**config.mk**
```make
export PLATFORM = sky130hd
export DESIGN_NAME = edge_pwm_chan
export DESIGN_NICKNAME = d
export VERILOG_FILES = /design/src/rtl/edge_pwm_pkg.sv /design/src/rtl/epwm_prescaler.sv /design/src/rtl/epwm_period_ctr.sv /design/src/rtl/epwm_wave.sv /design/src/rtl/epwm_pin_stage.sv /design/src/rtl/edge_pwm_chan.sv
export SDC_FILE = /design/constraint.sdc
export NUM_CORES = 1
export LEC_CHECK = 0
export ABC_CLOCK_PERIOD_IN_PS = 4600
export BUFFER_PORTS_ARGS = -buffer_cell sky130_fd_sc_hd__buf_4
export CAP_MARGIN = 40
export CORE_UTILIZATION = 30
export DETAILED_ROUTE_END_ITERATION = 10
export PLACE_DENSITY = 0.57
export SYNTH_ARGS = -nofsm -noshare
export SYNTH_HDL_FRONTEND = slang
export SYNTH_HIERARCHICAL = 1
export SYNTH_SLANG_ARGS = --single-unit
```
**constraint.sdc**
```tcl
create_clock -name clk -period 4.6 [get_ports clk]
set_input_delay 0.23 -clock clk [delete_from_list [all_inputs] [get_ports clk]]
set_output_delay 0.23 -clock clk [all_outputs]
set_load 0.02 [all_outputs]
```
**src/rtl/edge_pwm_pkg.sv**
```systemverilog
package edge_pwm_pkg;

    localparam int DEF_EXP_W = 4;
    localparam int DEF_LIN_W = 8;
    localparam int DEF_CNT_W = 8;

    // pin-side controls, independent of counter width
    typedef struct packed {
        logic enable;
        logic invert;
        logic open_drain;
        logic idle_lvl;
    } pin_ctl_t;

    typedef enum logic [1:0] {
        DRV_OFF  = 2'd0,
        DRV_PUSH = 2'd1,
        DRV_OD   = 2'd2
    } drive_e;

    function automatic drive_e pick_drive(input pin_ctl_t c);
        if (!c.enable)
            return DRV_OFF;
        else if (c.open_drain)
            return DRV_OD;
        else
            return DRV_PUSH;
    endfunction

    // active-low enable for a given drive mode and pin value
    function automatic logic oe_n_of(input drive_e m, input logic val);
        case (m)
            DRV_PUSH: return 1'b0;
            DRV_OD:   return val;
            default:  return 1'b1;
        endcase
    endfunction

endpackage

```
**src/rtl/epwm_prescaler.sv**
```systemverilog
module epwm_prescaler #(
    parameter int EXP_W = edge_pwm_pkg::DEF_EXP_W,
    parameter int LIN_W = edge_pwm_pkg::DEF_LIN_W
) (
    input  logic             clk,
    input  logic             rst,
    input  logic             en,
    input  logic [EXP_W-1:0] cfg_exp,
    input  logic [LIN_W-1:0] cfg_lin,
    output logic             tick
);
    localparam int POW_W = (1 << EXP_W) - 1;

    logic [POW_W-1:0] pow_cnt;
    logic [POW_W-1:0] pow_mask;
    logic [LIN_W-1:0] lin_cnt;
    logic             pow_hit;
    logic             lin_hit;

    always_comb begin
        for (int i = 0; i < POW_W; i++)
            pow_mask[i] = (i < int'(cfg_exp));
    end

    assign pow_hit = ((pow_cnt & pow_mask) == pow_mask);
    assign lin_hit = (lin_cnt >= cfg_lin);
    assign tick    = en && pow_hit && lin_hit;

    always_ff @(posedge clk) begin
        if (rst || !en) begin
            pow_cnt <= '0;
            lin_cnt <= '0;
        end else begin
            pow_cnt <= pow_hit ? '0 : pow_cnt + POW_W'(1);
            if (pow_hit)
                lin_cnt <= lin_hit ? '0 : lin_cnt + LIN_W'(1);
        end
    end

    AST_PRESC_CLEAR: assert property (@(posedge clk) disable iff (rst)
        !en |=> (pow_cnt == '0) && (lin_cnt == '0));

endmodule

```
**src/rtl/epwm_period_ctr.sv**
```systemverilog
module epwm_period_ctr #(
    parameter int CNT_W = edge_pwm_pkg::DEF_CNT_W
) (
    input  logic             clk,
    input  logic             rst,
    input  logic             en,
    input  logic             tick,
    input  logic [CNT_W-1:0] cfg_period,
    output logic [CNT_W-1:0] cnt,
    output logic             wrap
);
    // a terminal value lowered below the count still wraps at once
    assign wrap = tick && (cnt >= cfg_period);

    always_ff @(posedge clk) begin
        if (rst || !en)
            cnt <= '0;
        else if (wrap)
            cnt <= '0;
        else if (tick)
            cnt <= cnt + CNT_W'(1);
    end

    AST_CNT_STEP: assert property (@(posedge clk) disable iff (rst)
        tick && (cnt < cfg_period) |=> cnt == $past(cnt) + CNT_W'(1));

    AST_CNT_HOLD: assert property (@(posedge clk) disable iff (rst)
        !en |=> cnt == '0);

endmodule

```
**src/rtl/epwm_wave.sv**
```systemverilog
module epwm_wave #(
    parameter int CNT_W = edge_pwm_pkg::DEF_CNT_W
) (
    input  logic             clk,
    input  logic             rst,
    input  logic             en,
    input  logic             sync_off,
    input  logic [CNT_W-1:0] cfg_rise,
    input  logic [CNT_W-1:0] cfg_fall,
    input  logic [CNT_W-1:0] cnt,
    input  logic             wrap,
    output logic             lvl
);
    logic [CNT_W-1:0] act_rise;
    logic [CNT_W-1:0] act_fall;
    logic [CNT_W-1:0] eff_rise;
    logic [CNT_W-1:0] eff_fall;

    // shadow copies follow the inputs while stopped and at each wrap
    always_ff @(posedge clk) begin
        if (rst) begin
            act_rise <= '0;
            act_fall <= '0;
        end else if (!en || wrap) begin
            act_rise <= cfg_rise;
            act_fall <= cfg_fall;
        end
    end

    assign eff_rise = sync_off ? cfg_rise : act_rise;
    assign eff_fall = sync_off ? cfg_fall : act_fall;

    always_ff @(posedge clk) begin
        if (rst || !en)
            lvl <= 1'b0;
        else if (eff_rise == eff_fall)
            lvl <= 1'b1;
        else if (cnt == eff_rise)
            lvl <= 1'b1;
        else if (cnt == eff_fall)
            lvl <= 1'b0;
    end

    AST_SHADOW_HOLD: assert property (@(posedge clk) disable iff (rst)
        en && !wrap |=> $stable({act_rise, act_fall}));

    AST_FULL_HIGH: assert property (@(posedge clk) disable iff (rst)
        en && (eff_rise == eff_fall) |=> lvl);

endmodule

```
**src/rtl/epwm_pin_stage.sv**
```systemverilog
module epwm_pin_stage
    import edge_pwm_pkg::*;
(
    input  pin_ctl_t ctl,
    input  logic     run,
    input  logic     lvl,
    output logic     pin,
    output logic     oe_n
);
    drive_e mode;
    logic   src;

    always_comb begin
        src  = (run && ctl.enable) ? lvl : ctl.idle_lvl;
        pin  = src ^ ctl.invert;
        mode = pick_drive(ctl);
        oe_n = oe_n_of(mode, pin);
    end

endmodule

```
**src/rtl/edge_pwm_chan.sv**
```systemverilog
module edge_pwm_chan
    import edge_pwm_pkg::*;
#(
    parameter int EXP_W = DEF_EXP_W,
    parameter int LIN_W = DEF_LIN_W,
    parameter int CNT_W = DEF_CNT_W
) (
    input  logic             clk,
    input  logic             rst,
    input  logic [EXP_W-1:0] cfg_div_exp,
    input  logic [LIN_W-1:0] cfg_div_lin,
    input  logic [CNT_W-1:0] cfg_period,
    input  logic [CNT_W-1:0] cfg_rise,
    input  logic [CNT_W-1:0] cfg_fall,
    input  logic             cfg_clk_en,
    input  logic             cfg_pin_en,
    input  logic             cfg_invert,
    input  logic             cfg_open_drain,
    input  logic             cfg_idle_lvl,
    input  logic             cfg_sync_off,
    output logic             pwm_pin,
    output logic             pwm_oe_n
);
    logic             tick;
    logic             wrap;
    logic             lvl;
    logic [CNT_W-1:0] cnt;
    pin_ctl_t         ctl;

    assign ctl = '{enable:     cfg_pin_en,
                   invert:     cfg_invert,
                   open_drain: cfg_open_drain,
                   idle_lvl:   cfg_idle_lvl};

    epwm_prescaler #(.EXP_W(EXP_W), .LIN_W(LIN_W)) u_presc (
        .clk     (clk),
        .rst     (rst),
        .en      (cfg_clk_en),
        .cfg_exp (cfg_div_exp),
        .cfg_lin (cfg_div_lin),
        .tick    (tick)
    );

    epwm_period_ctr #(.CNT_W(CNT_W)) u_ctr (
        .clk        (clk),
        .rst        (rst),
        .en         (cfg_clk_en),
        .tick       (tick),
        .cfg_period (cfg_period),
        .cnt        (cnt),
        .wrap       (wrap)
    );

    epwm_wave #(.CNT_W(CNT_W)) u_wave (
        .clk      (clk),
        .rst      (rst),
        .en       (cfg_clk_en),
        .sync_off (cfg_sync_off),
        .cfg_rise (cfg_rise),
        .cfg_fall (cfg_fall),
        .cnt      (cnt),
        .wrap     (wrap),
        .lvl      (lvl)
    );

    epwm_pin_stage u_pin (
        .ctl  (ctl),
        .run  (cfg_clk_en),
        .lvl  (lvl),
        .pin  (pwm_pin),
        .oe_n (pwm_oe_n)
    );

    AST_OD_LOW_ONLY: assert property (@(posedge clk) disable iff (rst)
        cfg_open_drain && !pwm_oe_n |-> !pwm_pin);

    AST_PIN_OFF_RELEASED: assert property (@(posedge clk) disable iff (rst)
        !cfg_pin_en |-> pwm_oe_n);

    AST_STOPPED_IDLE: assert property (@(posedge clk) disable iff (rst)
        !cfg_clk_en |-> pwm_pin == (cfg_idle_lvl ^ cfg_invert));

endmodule

```
**Yosys cells after proc, flatten, opt, wreduce, memory -nomap -nowiden**

Cells that the tools add are included.

- Reductions and logical operators: 10
- Eq/ne operators: 6
- Add/subtract/negate cells: 3
- Magnitude comparators: 17
- Multiplexer cells: 10
- Bitwise logic cells: 2

Operators by type and width:

| operator | count |
|---|---|
| $lt 4x4->1 const A | 7 |
| $eq 8x8->1 | 3 |
| $mux 8 | 3 |
| $add 8x1->8 const B | 2 |
| $ge 8x8->1 | 2 |
| $lt 3x4->1 const A | 4 |
| $add 15x1->15 const B | 1 |
| $and 15x15->15 | 1 |
| $eq 15x15->1 | 1 |
| $lt 1x4->1 const A | 2 |
| $lt 2x4->1 const A | 2 |
| $logic_and 1x1->1 | 4 |
| $mux 1 | 4 |
| $mux 2 | 2 |
| $reduce_or 2->1 | 2 |
| $reduce_bool 3->1 | 1 |
| $eq 2x1->1 const B | 1 |
| $eq 2x2->1 const B | 1 |
| $logic_or 1x1->1 | 2 |
| $pmux 1 s2 | 1 |
| $logic_not 1->1 | 1 |
| $xor 1x1->1 | 1 |

- Logic and storage cells: 54
- Output and inout port bits: 2
- Bits in registers: 48
- Input port bits: 44

**Logic depth before layout (Yosys ltp)**

Gate-level depths: netlist (run 1).

- Depth in word-level cells: 7
- Depth in mapped cells: 16
- Gate-level depth less buffers: 12

**Modules after synthesis**

The synthesis (run 1) kept the hierarchy.

By module, submodules not included:

| module | area an instance (um^2) | instances | cells an instance | seq. area each (um^2) |
|---|---|---|---|---|
| epwm_prescaler | 1420.1 | 1 | 175 | 460.4 |
| epwm_wave | 1108.6 | 1 | 133 | 340.3 |
| epwm_period_ctr | 590.6 | 1 | 63 | 160.2 |
| epwm_pin_stage | 50.0 | 1 | 7 | 0.0 |

**Worst setup path before layout (run 1)**

No wires, ideal clock.

- Path kind: register to register
- From: register u_presc.pow_cnt[6]
- To: register u_wave.act_fall[0]
- Data required time: 4.530 ns
- Setup time: 0.070 ns
- Stages on the path, launching flop included: 16
- Data arrival time: 3.174 ns
- Period minus slack after synthesis: 3.244 ns
- Buffers on the path: 5
- Path slack: 1.356 ns
- Path through: dfxtp_1 nand2_1 or4b_1 a22o_1 or3_1 buf_4 nor3_1 buf_2 o2111a_1 a22o_1 buf_6 nand2b_1 clkbuf_1 clkbuf_1 nand2_1 a21oi_1

- Longest elaborated chain between the ends: 6

RTL lines:

| item | line | source |
|---|---|---|
| start, declared | epwm_prescaler.sv:14 | `logic [POW_W-1:0] pow_cnt;` |
| start signal, assigned | epwm_prescaler.sv:34 | `pow_cnt <= pow_hit ? '0 : pow_cnt + POW_W'(1);` |
| $and 15x15->15 | epwm_prescaler.sv:25 | `assign pow_hit = ((pow_cnt & pow_mask) == pow_mask);` |
| $eq 15x15->1 | epwm_prescaler.sv:25 |  |
| $logic_and 1x1->1 (2 in a row) | epwm_prescaler.sv:27 | `assign tick = en && pow_hit && lin_hit;` |
| net tick | edge_pwm_chan.sv:24 | `logic tick;` |
| $logic_and 1x1->1 | epwm_period_ctr.sv:13 | `assign wrap = tick && (cnt >= cfg_period);` |
| net wrap | edge_pwm_chan.sv:25 | `logic wrap;` |
| $logic_or 1x1->1 | epwm_wave.sv:24 | `end else if (!en \|\| wrap) begin` |
| end signal, assigned | epwm_wave.sv:26 | `act_fall <= cfg_fall;` |
| end, declared | epwm_wave.sv:15 | `logic [CNT_W-1:0] act_fall;` |

The timed path passes the listed nets, and every way through them passes these cells.
A chain may end at the register's enable or synchronous reset.

**Worst setup path after layout (run 1)**

- From: register u_presc.pow_cnt[6]
- To: register u_wave.act_fall[4]

Same word-level chain as after synthesis.

==> summary.txt, run 1 <==
Finish
  • Area growth syn-to-layout: 18.2%
  • Final #Nets: 482
  • Layout cells sized above 1: 17.1%
  • Post-route cell area: 3750 µm²
  • ANT cells: 0
  • Fillers: 1086

Die
  • Die Footprint: 11000 µm²
  • Initial cell density of the core: 30.8%
  • Core Footprint: 10300 µm²
  • Top Ports: 46
  • Die Span X: 105 µm
  • Row count: 37
  • Height of the chip: 105 µm

Run status
  • Outcome: finished clean

Clock tree
  • Postcts setup bufs: 0
  • TritonCTS clock tree: yes
  • Post-CTS resize count: 0
  • Max Buffers Root-to-Sink: 2
  • # hold bufs at CTS: 0
  • # H-tree levels: 2
  • Sink Count: 48
  • Total CTS buffers: 5
  • Clk root buf: clkbuf_8
  • Skew-Pair Late Insertion Delay: 310 ps
  • Clock slew at reported path FFs: 110 ps

Timing
  • Final setup fails: 0
  • Final min period: 3610 ps
  • Fin. max-slew vios: 0
  • RSZ-0062 raised after global routing: false
  • Setup TNS: 0 ps
  • Fin. Hold Viols: 0
  • Tcrit/Tclk final: 78.5%
  • Setup Skew: 19.5 ps
  • Slew Limit Headroom: 46.1%
  • Worst-margin pin slew: 807 ps
  • Fmax: 277 MHz

Run
  • Max-Cap Viols: 0

Worst setup path
  • Worst r2r src: u_presc/pow_cnt[6]$_SDFF_PP0_
  • R2R cell count: 12
  • CP Data Arrival Time: 3840 ps
  • CP Class: register to register
  • CP startpoint kind: register
  • Worst Setup End Kind: register
  • Critical path fanouts, max: 16
  • Reg2reg end: u_wave/act_fall[4]$_SDFFE_PP0P_
  • Reg2Reg Setup Slack: 990 ps
  • CP required: 4830 ps

Worst hold path
  • Tightest Hold Check Type: input pin to register
  • Min-delay src: cfg_rise[5]
  • Min-Delay Endpoint: u_wave/act_rise[5]$_SDFFE_PP0P_
  • Hold Crit Depth: 3

Synthesis
  • Syn_nets: 441
  • Most used DFF post-synth: dfxtp_1
  • Dominant cell type by area after synthesis: dfxtp_1
  • Post-synth EDFFs: 0
  • Fraction of registers with async set/reset: 0%
  • Post-synth top cells: nand2_1, dfxtp_1, nor2_1, xor2_1, xnor2_1
  • Synth Warn #: 6
  • Share of the yosys chip area belonging to registers: 30.3%
  • Cell types occupying the most area after synthesis: dfxtp_1, xor2_1, ha_1, nand2_1, mux2i_1
  • Post-Syn Instances: 378
  • Yosys top cell area share: 30.3%
  • Average size of a mapped cell: 8.38 µm²
  • Netlist cell types: 53
  • Mapped cell area: 3170 µm²
  • Most frequent cell after synthesis: nand2_1
  • FF+latch count, synth: 48

Global route
  • GRT Total Usage: 13.7%
  • Vias in the first global route: 2673
  • Antenna violations before repair: 0
  • Congestion Overflow GR: 0
  • First-pass GRT wire length: 12.3 mm
  • Largest net degree at the start of global routing: 21

Power
  • Pwr per Cell Area: 251 nW/µm²
  • Maximum VDD drop: 0.131 mV
  • Total power: 0.000941 W
  • Leak: 1.55 nW

Route
  • Routed via count: 2687
  • WL/cell: 12.9 µm
  • Drt total wl: 7.15 mm
  • Antenna Nets Post-Route: 0
  • DRC: 0
  • Pre-antenna DRT Iters: 4
  • Post-DR vias/cell: 4.83
  • Initial DRC Count: 102

Placed design
  • HPWL Detailed: 5.46 mm
  • Port buffer count: 45
  • Placed cell areas: 3610 µm²
  • Routability cong.: 0.764
## stage by stage
stage | util (%) | setup WS (ps) | hold WS (ps) | std cells
5_1_grt | 36.4 | 675 | 162 | 556
6_report | 36.4 | 987 | 173 | 556
4_1_cts | 36.4 | 991 | 159 | 556
3_5_place_dp | 35.1 | 1020 | 449 | 548
3_3_place_gp | 35.1 | 1090 | 439 | 548
2_1_floorplan | - | 1360 | 365 | 378
## worst max path at each step
stage,from,endpoint,slack [ps],cells past startpoint
3_3_place_gp,cfg_div_exp[0],u_wave/act_rise[5]$_SDFFE_PP0P_,1090,13
2_1_floorplan,u_presc/pow_cnt[6]$_SDFF_PP0_,u_wave/act_fall[0]$_SDFFE_PP0P_,1360,15
6_report,u_presc/pow_cnt[6]$_SDFF_PP0_,u_wave/act_fall[4]$_SDFFE_PP0P_,990,12
3_5_place_dp,u_presc/pow_cnt[6]$_SDFF_PP0_,u_wave/act_rise[7]$_SDFFE_PP0P_,1020,12
5_1_grt,u_presc/pow_cnt[6]$_SDFF_PP0_,u_wave/act_fall[4]$_SDFFE_PP0P_,680,12
4_1_cts,u_presc/pow_cnt[6]$_SDFF_PP0_,u_wave/act_fall[4]$_SDFFE_PP0P_,990,12
## cell usage in the layout (no fill, tap or decap), types with 7 or more instances in the layout
master | Yosys | layout
mux2i_1 | 19 | 19
nor3_2 | 9 | 9
nand4_1 | 9 | 9
nand3_1 | 9 | 9
buf_4 | 1 | 48
dfxtp_1 | 48 | 48
o21ai_0 | 7 | 7
nand2_1 | 52 | 52
xor2_1 | 31 | 31
a21oi_1 | 19 | 19
ha_1 | 19 | 19
nor2_1 | 31 | 31
xnor2_1 | 21 | 21
inv_1 | 20 | 20
## metal layers
layer | wire length, µm | global-route usage (%) | vias up
li1 | - | - | 1391
met1 | 3410 | 17.0 | 1256
met2 | 3470 | 24.4 | 36
met3 | 216 | 2.18 | 4
met4 | 56 | 3.52 | 0
met5 | 0 | 0 | -
## where the power goes
group / leakage, nW / internal, W / total (W) / switching (W)
logic: 1.09 / 0.0000664 / 0.000137 / 0.0000705
registers: 0.390 / 0.000424 / 0.000432 / 0.00000821
clock network: 0.0687 / 0.000219 / 0.000372 / 0.000153
total: 1.55 / 0.000709 / 0.000941 / 0.000231
## worst max-delay path, stage by stage (launching register included)
cell	delay, ps
dfxtp_1	410
nand2_1	110
or4b_1	530
a22o_1	210
or3_1	500
nor3_1	260
buf_4	190
o2111a_1	170
a22o_1	140
buf_4	190
nand2b_1	560
nand2_1	120
a21oi_1	150
## registers in the layout, indices dropped and copies added, names as in the netlist
signal,flops
u_presc/lin_cnt,8
u_wave/act_rise,8
u_wave/act_fall,8
u_wave/lvl,1
u_presc/pow_cnt,15
u_ctr/cnt,8
## area by class of cell
type	instances	area [µm²]	area share, %
multi-input cells	296	2040	54.5
flip-flops and latches	48	961	25.7
repair buffers	48	360	9.62
well taps	136	170	4.54
inverters	20	75.1	2.00
clock buffers	5	68.8	1.84
clock inverters	3	68.8	1.84
## kinds of logic after synthesis
kind of cell,share of synthesized area [%]
xor+xnor,14.4
fa+ha+maj,7.50
compound gates,13.0
mux,6.00
buf+inv,5.25
simple gates,23.5
flops,30.3
No activity file was read; power rests on OpenSTA's default activity.
==> run 2: changes to the inputs <==
Settings changed: ABC_CLOCK_PERIOD_IN_PS 4600 to 3300, PLACE_DENSITY 0.57 to 0.59.
Clock period 4.6 ns to 3.3 ns, I/O delays scaled along.
==> summary.txt, run 2 (synthesized netlist as in run 1, its figures left out) <==
Route
  • DRC: 0 (unchanged)
  • Initial DRC Count: 141 (+38%)
  • Antenna Nets Post-Route: 0 (unchanged)
  • Pre-antenna DRT Iters: 4 (unchanged)
  • Drt total wl: 7.12 mm (-0.48%)
  • Post-DR vias/cell: 4.85 (+0.38%)
  • Routed via count: 2702 (+0.56%)
  • WL/cell: 12.8 µm (-0.65%)

Clock tree
  • Total CTS buffers: 5 (unchanged)
  • # H-tree levels: 2 (unchanged)
  • Skew-Pair Late Insertion Delay: 300 ps (about the same)
  • Clk root buf: clkbuf_8
  • Clock slew at reported path FFs: 90 ps (-20 ps)
  • # hold bufs at CTS: 0 (unchanged)
  • TritonCTS clock tree: yes
  • Max Buffers Root-to-Sink: 2 (unchanged)
  • Sink Count: 48 (unchanged)

Worst setup path
  • Critical path fanouts, max: 16 (unchanged)
  • CP required: 3480 ps (-1350 ps)
  • Worst Setup End Kind: register
  • CP Data Arrival Time: 3220 ps (-620 ps)
  • CP Class: register to register
  • CP startpoint kind: register

Finish
  • Area growth syn-to-layout: 17.1%
  • Util after Layout: 36.1% (-0.35 points)
  • Layout cells sized above 1: 17.6% (+0.43 points)
  • Most frequent cells in the layout: nand2_1, buf_4, dfxtp_1
  • Most common cell after layout, fill and taps aside: nand2_1
  • ANT cells: 0 (unchanged)
  • Fillers: 1080 (-0.55%)
  • Biggest register: u_presc/pow_cnt
  • Max FFs per register: 15 (unchanged)
  • Final #Nets: 484 (+0.41%)
  • Fin cells: 557 (+0.18%)

Global route
  • Antenna violations before repair: 0 (unchanged)
  • Congestion Overflow GR: 0 (unchanged)
  • Vias in the first global route: 2590 (-3.1%)
  • First-pass GRT wire length: 12.0 mm (-2.6%)
  • Largest net degree at the start of global routing: 21 (unchanged)
  • GRT Total Usage: 13.5% (-0.22 points)

Timing
  • Fin Hold WS: 115 ps (-58.2 ps)
  • Fmax: 329 MHz (+19%)
  • Fin. Hold Viols: 0 (unchanged)
  • Slew Limit Headroom: 44.4% (-1.7 points)
  • Final min period: 3040 ps (-576 ps)
  • Fin. max-slew vios: 0 (unchanged)
  • Setup Skew: 13.0 ps (-6.49 ps)
  • Setup TNS: 0 ps (unchanged)
  • Worst-margin pin slew: 832 ps (+25.1 ps)
  • RSZ-0062 raised after global routing: false
  • Tcrit/Tclk final: 92.0% (+13 points)
  • Final setup fails: 0 (unchanged)

Power
  • Pwr per Cell Area: 306 nW/µm² (+22%)
  • Leak: 1.53 nW (-1.1%)
  • Total power: 0.00114 W (+21%)
  • Maximum VDD drop: 0.152 mV (+16%)

Die
  • Die Footprint: 11000 µm² (unchanged)
  • Initial cell density of the core: 30.8% (unchanged)
  • Top Ports: 46 (unchanged)
  • Core Footprint: 10300 µm² (unchanged)
  • Height of the chip: 105 µm (unchanged)
  • Row count: 37 (unchanged)
  • Die Span X: 105 µm (unchanged)

Placed design
  • HPWL Detailed: 5.37 mm (-1.6%)
  • Port buffer count: 45 (unchanged)
  • Routability cong.: 0.794 (+3.9%)
  • Dpl cells: 550 (+0.36%)

Run
  • Max-Cap Viols: 0 (unchanged)

Worst hold path
  • Tightest Hold Check Type: input pin to register

Run status
  • Outcome: finished clean
-- run 2: repair_timing --
item,in CTS,in global routing
setup endpoints to repair,0,16
resized for setup,0,3
setup buffers,0,0
-- run 2: metal layers --
metal | global-route usage [%] | share of wire [%] | vias up
li1 | - | - | 1392
met1 | 17.6 | 48 | 1256
met2 | 22.3 | 47 | 48
met3 | 2.43 | 3.6 | 6
met4 | 4.23 | 1.0 | 0
met5 | 0 | 0 | -
-- run 2: critical path, cell delays in order, from the launching register on --
cell and delay [ps]:
dfxtp_1 410, nand2_1 100, or4b_1 520, a22o_1 210
or3_1 330, nor3_1 370, o2111a_1 240, a22o_1 160
buf_4 200, nor2_1 70, buf_4 200, nand2_1 80
a21oi_1 50
-- run 2: stage by stage --
stage	area, µm²	setup WS, ps
after floorplan	3170	55.8
after global placement	3620	201
after detailed placement	3620	80.9
after CTS	3700	35.9
after global routing	3710	3.19
final	3710	263
-- run 2: path summary, 6_finish.rpt --
path	cells after the start	from	endpoint	slack, ps
setup reg to reg	12	u_presc/pow_cnt[6]$_SDFF_PP0_	u_wave/act_fall[5]$_SDFFE_PP0P_	260
hold reg to reg	2	u_wave/act_fall[5]$_SDFFE_PP0P_	u_wave/act_fall[5]$_SDFFE_PP0P_	460
setup / recovery	12	u_presc/pow_cnt[6]$_SDFF_PP0_	u_wave/act_fall[5]$_SDFFE_PP0P_	260
hold / removal	3	cfg_rise[2]	u_wave/act_rise[2]$_SDFFE_PP0P_	110
-- run 2: where the power goes --
part	internal, W	leakage (nW)	switching (W)	total, W
clock network	0.000145	0.0410	0.000197	0.000342
registers	0.000591	0.390	0.0000112	0.000602
logic	0.0000936	1.10	0.0000986	0.000192
total	0.000829	1.53	0.000307	0.00114
-- run 2: layout make-up --
cell class	count	area (µm²)	share of cell area (%)
inverters	20	75.1	2.02
well taps	136	170	4.59
flip-flops and latches	48	961	25.9
clock inverters	1	5.00	0.135
clock buffers	6	72.6	1.96
multi-input cells	296	2050	55.3
repair buffers	50	375	10.1
==> run 3: changes to the inputs <==
Settings changed: PLACE_DENSITY 0.59 to 0.58, SYNTH_HIERARCHICAL 1 to unset.
==> summary.txt, run 3 <==
Synthesis
  • Average size of a mapped cell: 8.30 µm² (-0.96%)
  • Post-synth EDFFs: 0 (unchanged)
  • Most used DFF post-synth: dfxtp_1
  • Synth Area in Adders: 6.54% (-0.97 points)
  • Most frequent cell after synthesis: dfxtp_1
  • Largest family of logic cells by synthesized area: compound AO/OA/AOI/OAI gates
  • Synth Area in Compound Gates: 23.3% (+10 points)
  • Post-synthesis xor/xnor area fraction: 10.8% (-3.5 points)
  • Post-synth top cells: dfxtp_1, nor2_1, inv_1
  • Post-Syn Instances: 438 (+16%)
  • Fraction of registers with async set/reset: 0% (unchanged)
  • Mux cell area share after synthesis: 4.68% (-1.3 points)
  • Syn_nets: 501 (+14%)
  • Synth Warn #: 0 (-6)
  • Share of the yosys chip area belonging to registers: 26.4% (-3.9 points)
  • Yosys top cell area share: 26.4% (-3.9 points)
  • FF+latch count, synth: 48 (unchanged)
  • Mapped cell area: 3640 µm² (+15%)
  • Dominant cell type by area after synthesis: dfxtp_1
  • Simple-gate share of the synthesized area: 22.3% (-1.2 points)
  • Netlist cell types: 51 (-3.8%)
  • Cell types occupying the most area after synthesis: dfxtp_1, ha_1, xor2_1, xnor2_1, mux2i_1

Clock tree
  • Skew-Pair Late Insertion Delay: 290 ps (about the same)
  • # H-tree levels: 2 (unchanged)
  • Clock slew at reported path FFs: 70 ps (-20 ps)
  • Post-CTS resize count: 0 (unchanged)
  • Total CTS buffers: 5 (unchanged)
  • # hold bufs at CTS: 0 (unchanged)
  • TritonCTS clock tree: yes
  • Sink Count: 48 (unchanged)
  • Max Buffers Root-to-Sink: 2 (unchanged)
  • Postcts setup bufs: 0 (unchanged)
  • Clk root buf: clkbuf_16

Worst setup path
  • CP startpoint kind: register
  • CP Data Arrival Time: 2710 ps (-510 ps)
  • CP Class: register to register
  • CP required: 3520 ps (+40 ps)
  • Crit-path slowest cell: nor3_4
  • Critical path fanouts, max: 17 (+1)
  • Max incr delay on CP: 720 ps (+200 ps)
  • CP cell instances: nand2_1 > a21o_1 > a222oi_1 > buf_4 > nand2_2 > nor3_4 > a311o_1
  • Worst Setup End Kind: register

Timing
  • RSZ-0062 raised after global routing: false
  • Fin. Hold Viols: 0 (unchanged)
  • Final setup fails: 0 (unchanged)
  • Tcrit/Tclk final: 75.3% (-17 points)
  • Worst-margin pin slew: 743 ps (-89.4 ps)
  • Slew Limit Headroom: 50.3% (+5.9 points)
  • Setup Skew: 9.47 ps (-3.56 ps)
  • Fmax: 403 MHz (+22%)
  • Final min period: 2480 ps (-554 ps)
  • Setup TNS: 0 ps (unchanged)
  • Fin. max-slew vios: 0 (unchanged)

Placed design
  • Routability cong.: 0.778 (-2.0%)
  • HPWL Detailed: 6.79 mm (+26%)
  • Port buffer count: 45 (unchanged)

Route
  • Top sig layer: met4
  • WL/cell: 15.3 µm (+20%)
  • Met1 WL: 4.27 mm (+25%)
  • Antenna Nets Post-Route: 0 (unchanged)
  • Drt total wl: 9.40 mm (+32%)
  • Pre-antenna DRT Iters: 8 (+4)
  • Met3 routed WL: 563 µm (+120%)
  • Post-DR vias/cell: 5.62 (+16%)
  • DRC: 3 (+3)
  • Initial DRC Count: 237 (+68%)
  • Met2 Wirelength: 4.50 mm (+34%)
  • Routed via count: 3448 (+28%)

Worst hold path
  • Tightest Hold Check Type: input pin to register

Global route
  • First-pass GRT wire length: 15.7 mm (+31%)
  • GRT Total Usage: 15.1% (+1.6 points)
  • Vias in the first global route: 3142 (+21%)
  • Antenna violations before repair: 0 (unchanged)
  • Congestion Overflow GR: 0 (unchanged)
  • Largest net degree at the start of global routing: 37 (+76%)

Finish
  • Util after Layout: 36.6% (+0.47 points)
  • Biggest register: u_presc.pow_cnt
  • Final #Nets: 533 (+10%)
  • ANT cells: 0 (unchanged)
  • Most frequent cells in the layout: buf_4, dfxtp_1, nor2_1
  • Area growth syn-to-layout: 16.8%
  • Max FFs per register: 15 (unchanged)
  • Most common cell after layout, fill and taps aside: buf_4
  • Layout cells sized above 1: 13.4% (-4.2 points)

Die
  • Core Footprint: 11600 µm² (+13%)
  • Top Ports: 46 (unchanged)
  • Initial cell density of the core: 31.3% (+0.48 points)
  • Die Footprint: 12600 µm² (+14%)
  • Die Span X: 112 µm (+7.0%)
  • Row count: 39 (+5.4%)
  • Height of the chip: 112 µm (+7.0%)

Run status
  • Violated checks: DRC
  • Outcome: finished, violations left

Power
  • Maximum VDD drop: 0.204 mV (+34%)
  • Pwr per Cell Area: 321 nW/µm² (+4.9%)
  • Leak: 1.66 nW (+8.6%)

Run
  • Max-Cap Viols: 0 (unchanged)
==> run 3: cell count changes in the layout (fill, tap and decap cells not counted), sizes merged, moves of 9 or more <==
cell     delta
nor3        -9
nor2b      +15
a31oi      +18
nand3      +10
nand3b     +13
o2bb2ai    +16
a311o      +16
nand2      -36
o31ai      +11
==> run 3: logic make-up (layout without fill, tap and decap cells) <==
family,Yosys count,in the layout
simple gates,143,143
compound gates,114,114
buf+inv,52,84
flops,48,48
xor+xnor,45,45
fa+ha+maj,19,19
mux,17,17
==> run 3: where the power goes <==
part | internal, W | switching (W)
Clock | 0.000276 | 0.000213
Sequential | 0.000599 | 0.0000204
Combinational | 0.000127 | 0.000129
==> run 3: stage by stage <==
| step | std cells | area [µm²] | total power [W] | hold WS [ps] | worst slack [ps] |
|---|---|---|---|---|---|
| after CTS | 613 | 4250 | 0.00137 | 339 | 807 |
| after global routing | 613 | 4250 | 0.00143 | 354 | 618 |
| final | 613 | 4250 | 0.00136 | 340 | 816 |
| after floorplan | 438 | 3640 | 0.000793 | 447 | 1090 |
| after detailed placement | 606 | 4110 | 0.000886 | 490 | 816 |
| after global placement | 604 | 4070 | 0.000878 | 480 | 766 |
==> run 3: area by class of cell <==
cell class / instances / area [µm²]
clock inverter: 1 / 5.00
multi-input combinational: 338 / 2460
fill: 1203 / 7370
sequential: 48 / 961
inverter: 25 / 93.8
tap: 143 / 179
timing repair buffer: 52 / 418
clock buffer: 6 / 129
==> run 3: critical path: cells and delay by family (launching register included) <==
family / cells / cell delay, ps
AOI/OAI and AO/OA: 3 / 720
and+or+nand+nor: 3 / 1040
DFF: 1 / 430
buffers and inverters: 1 / 230
==> run 3: routing by layer <==
metal  global-route usage (%)  up-vias
li1                         -     1697
met1                     20.2     1637
met2                     26.0      107
met3                     2.27        7
met4                     2.40        0
met5                        0        -
==> run 3: worst paths after layout <==
kind / endpoint / slack, ps / depth (start not counted) / from
worst max-delay path: u_wave.act_fall[1]$_SDFFE_PP0P_ / 820 / 7 / u_presc.pow_cnt[0]$_SDFF_PP0_
worst min-delay path: u_wave.act_fall[7]$_SDFFE_PP0P_ / 340 / 3 / cfg_fall[7]
worst min register to register: u_presc.pow_cnt[14]$_SDFF_PP0_ / 510 / 2 / u_presc.pow_cnt[14]$_SDFF_PP0_
worst max register to register: u_wave.act_fall[1]$_SDFFE_PP0P_ / 820 / 7 / u_presc.pow_cnt[0]$_SDFF_PP0_
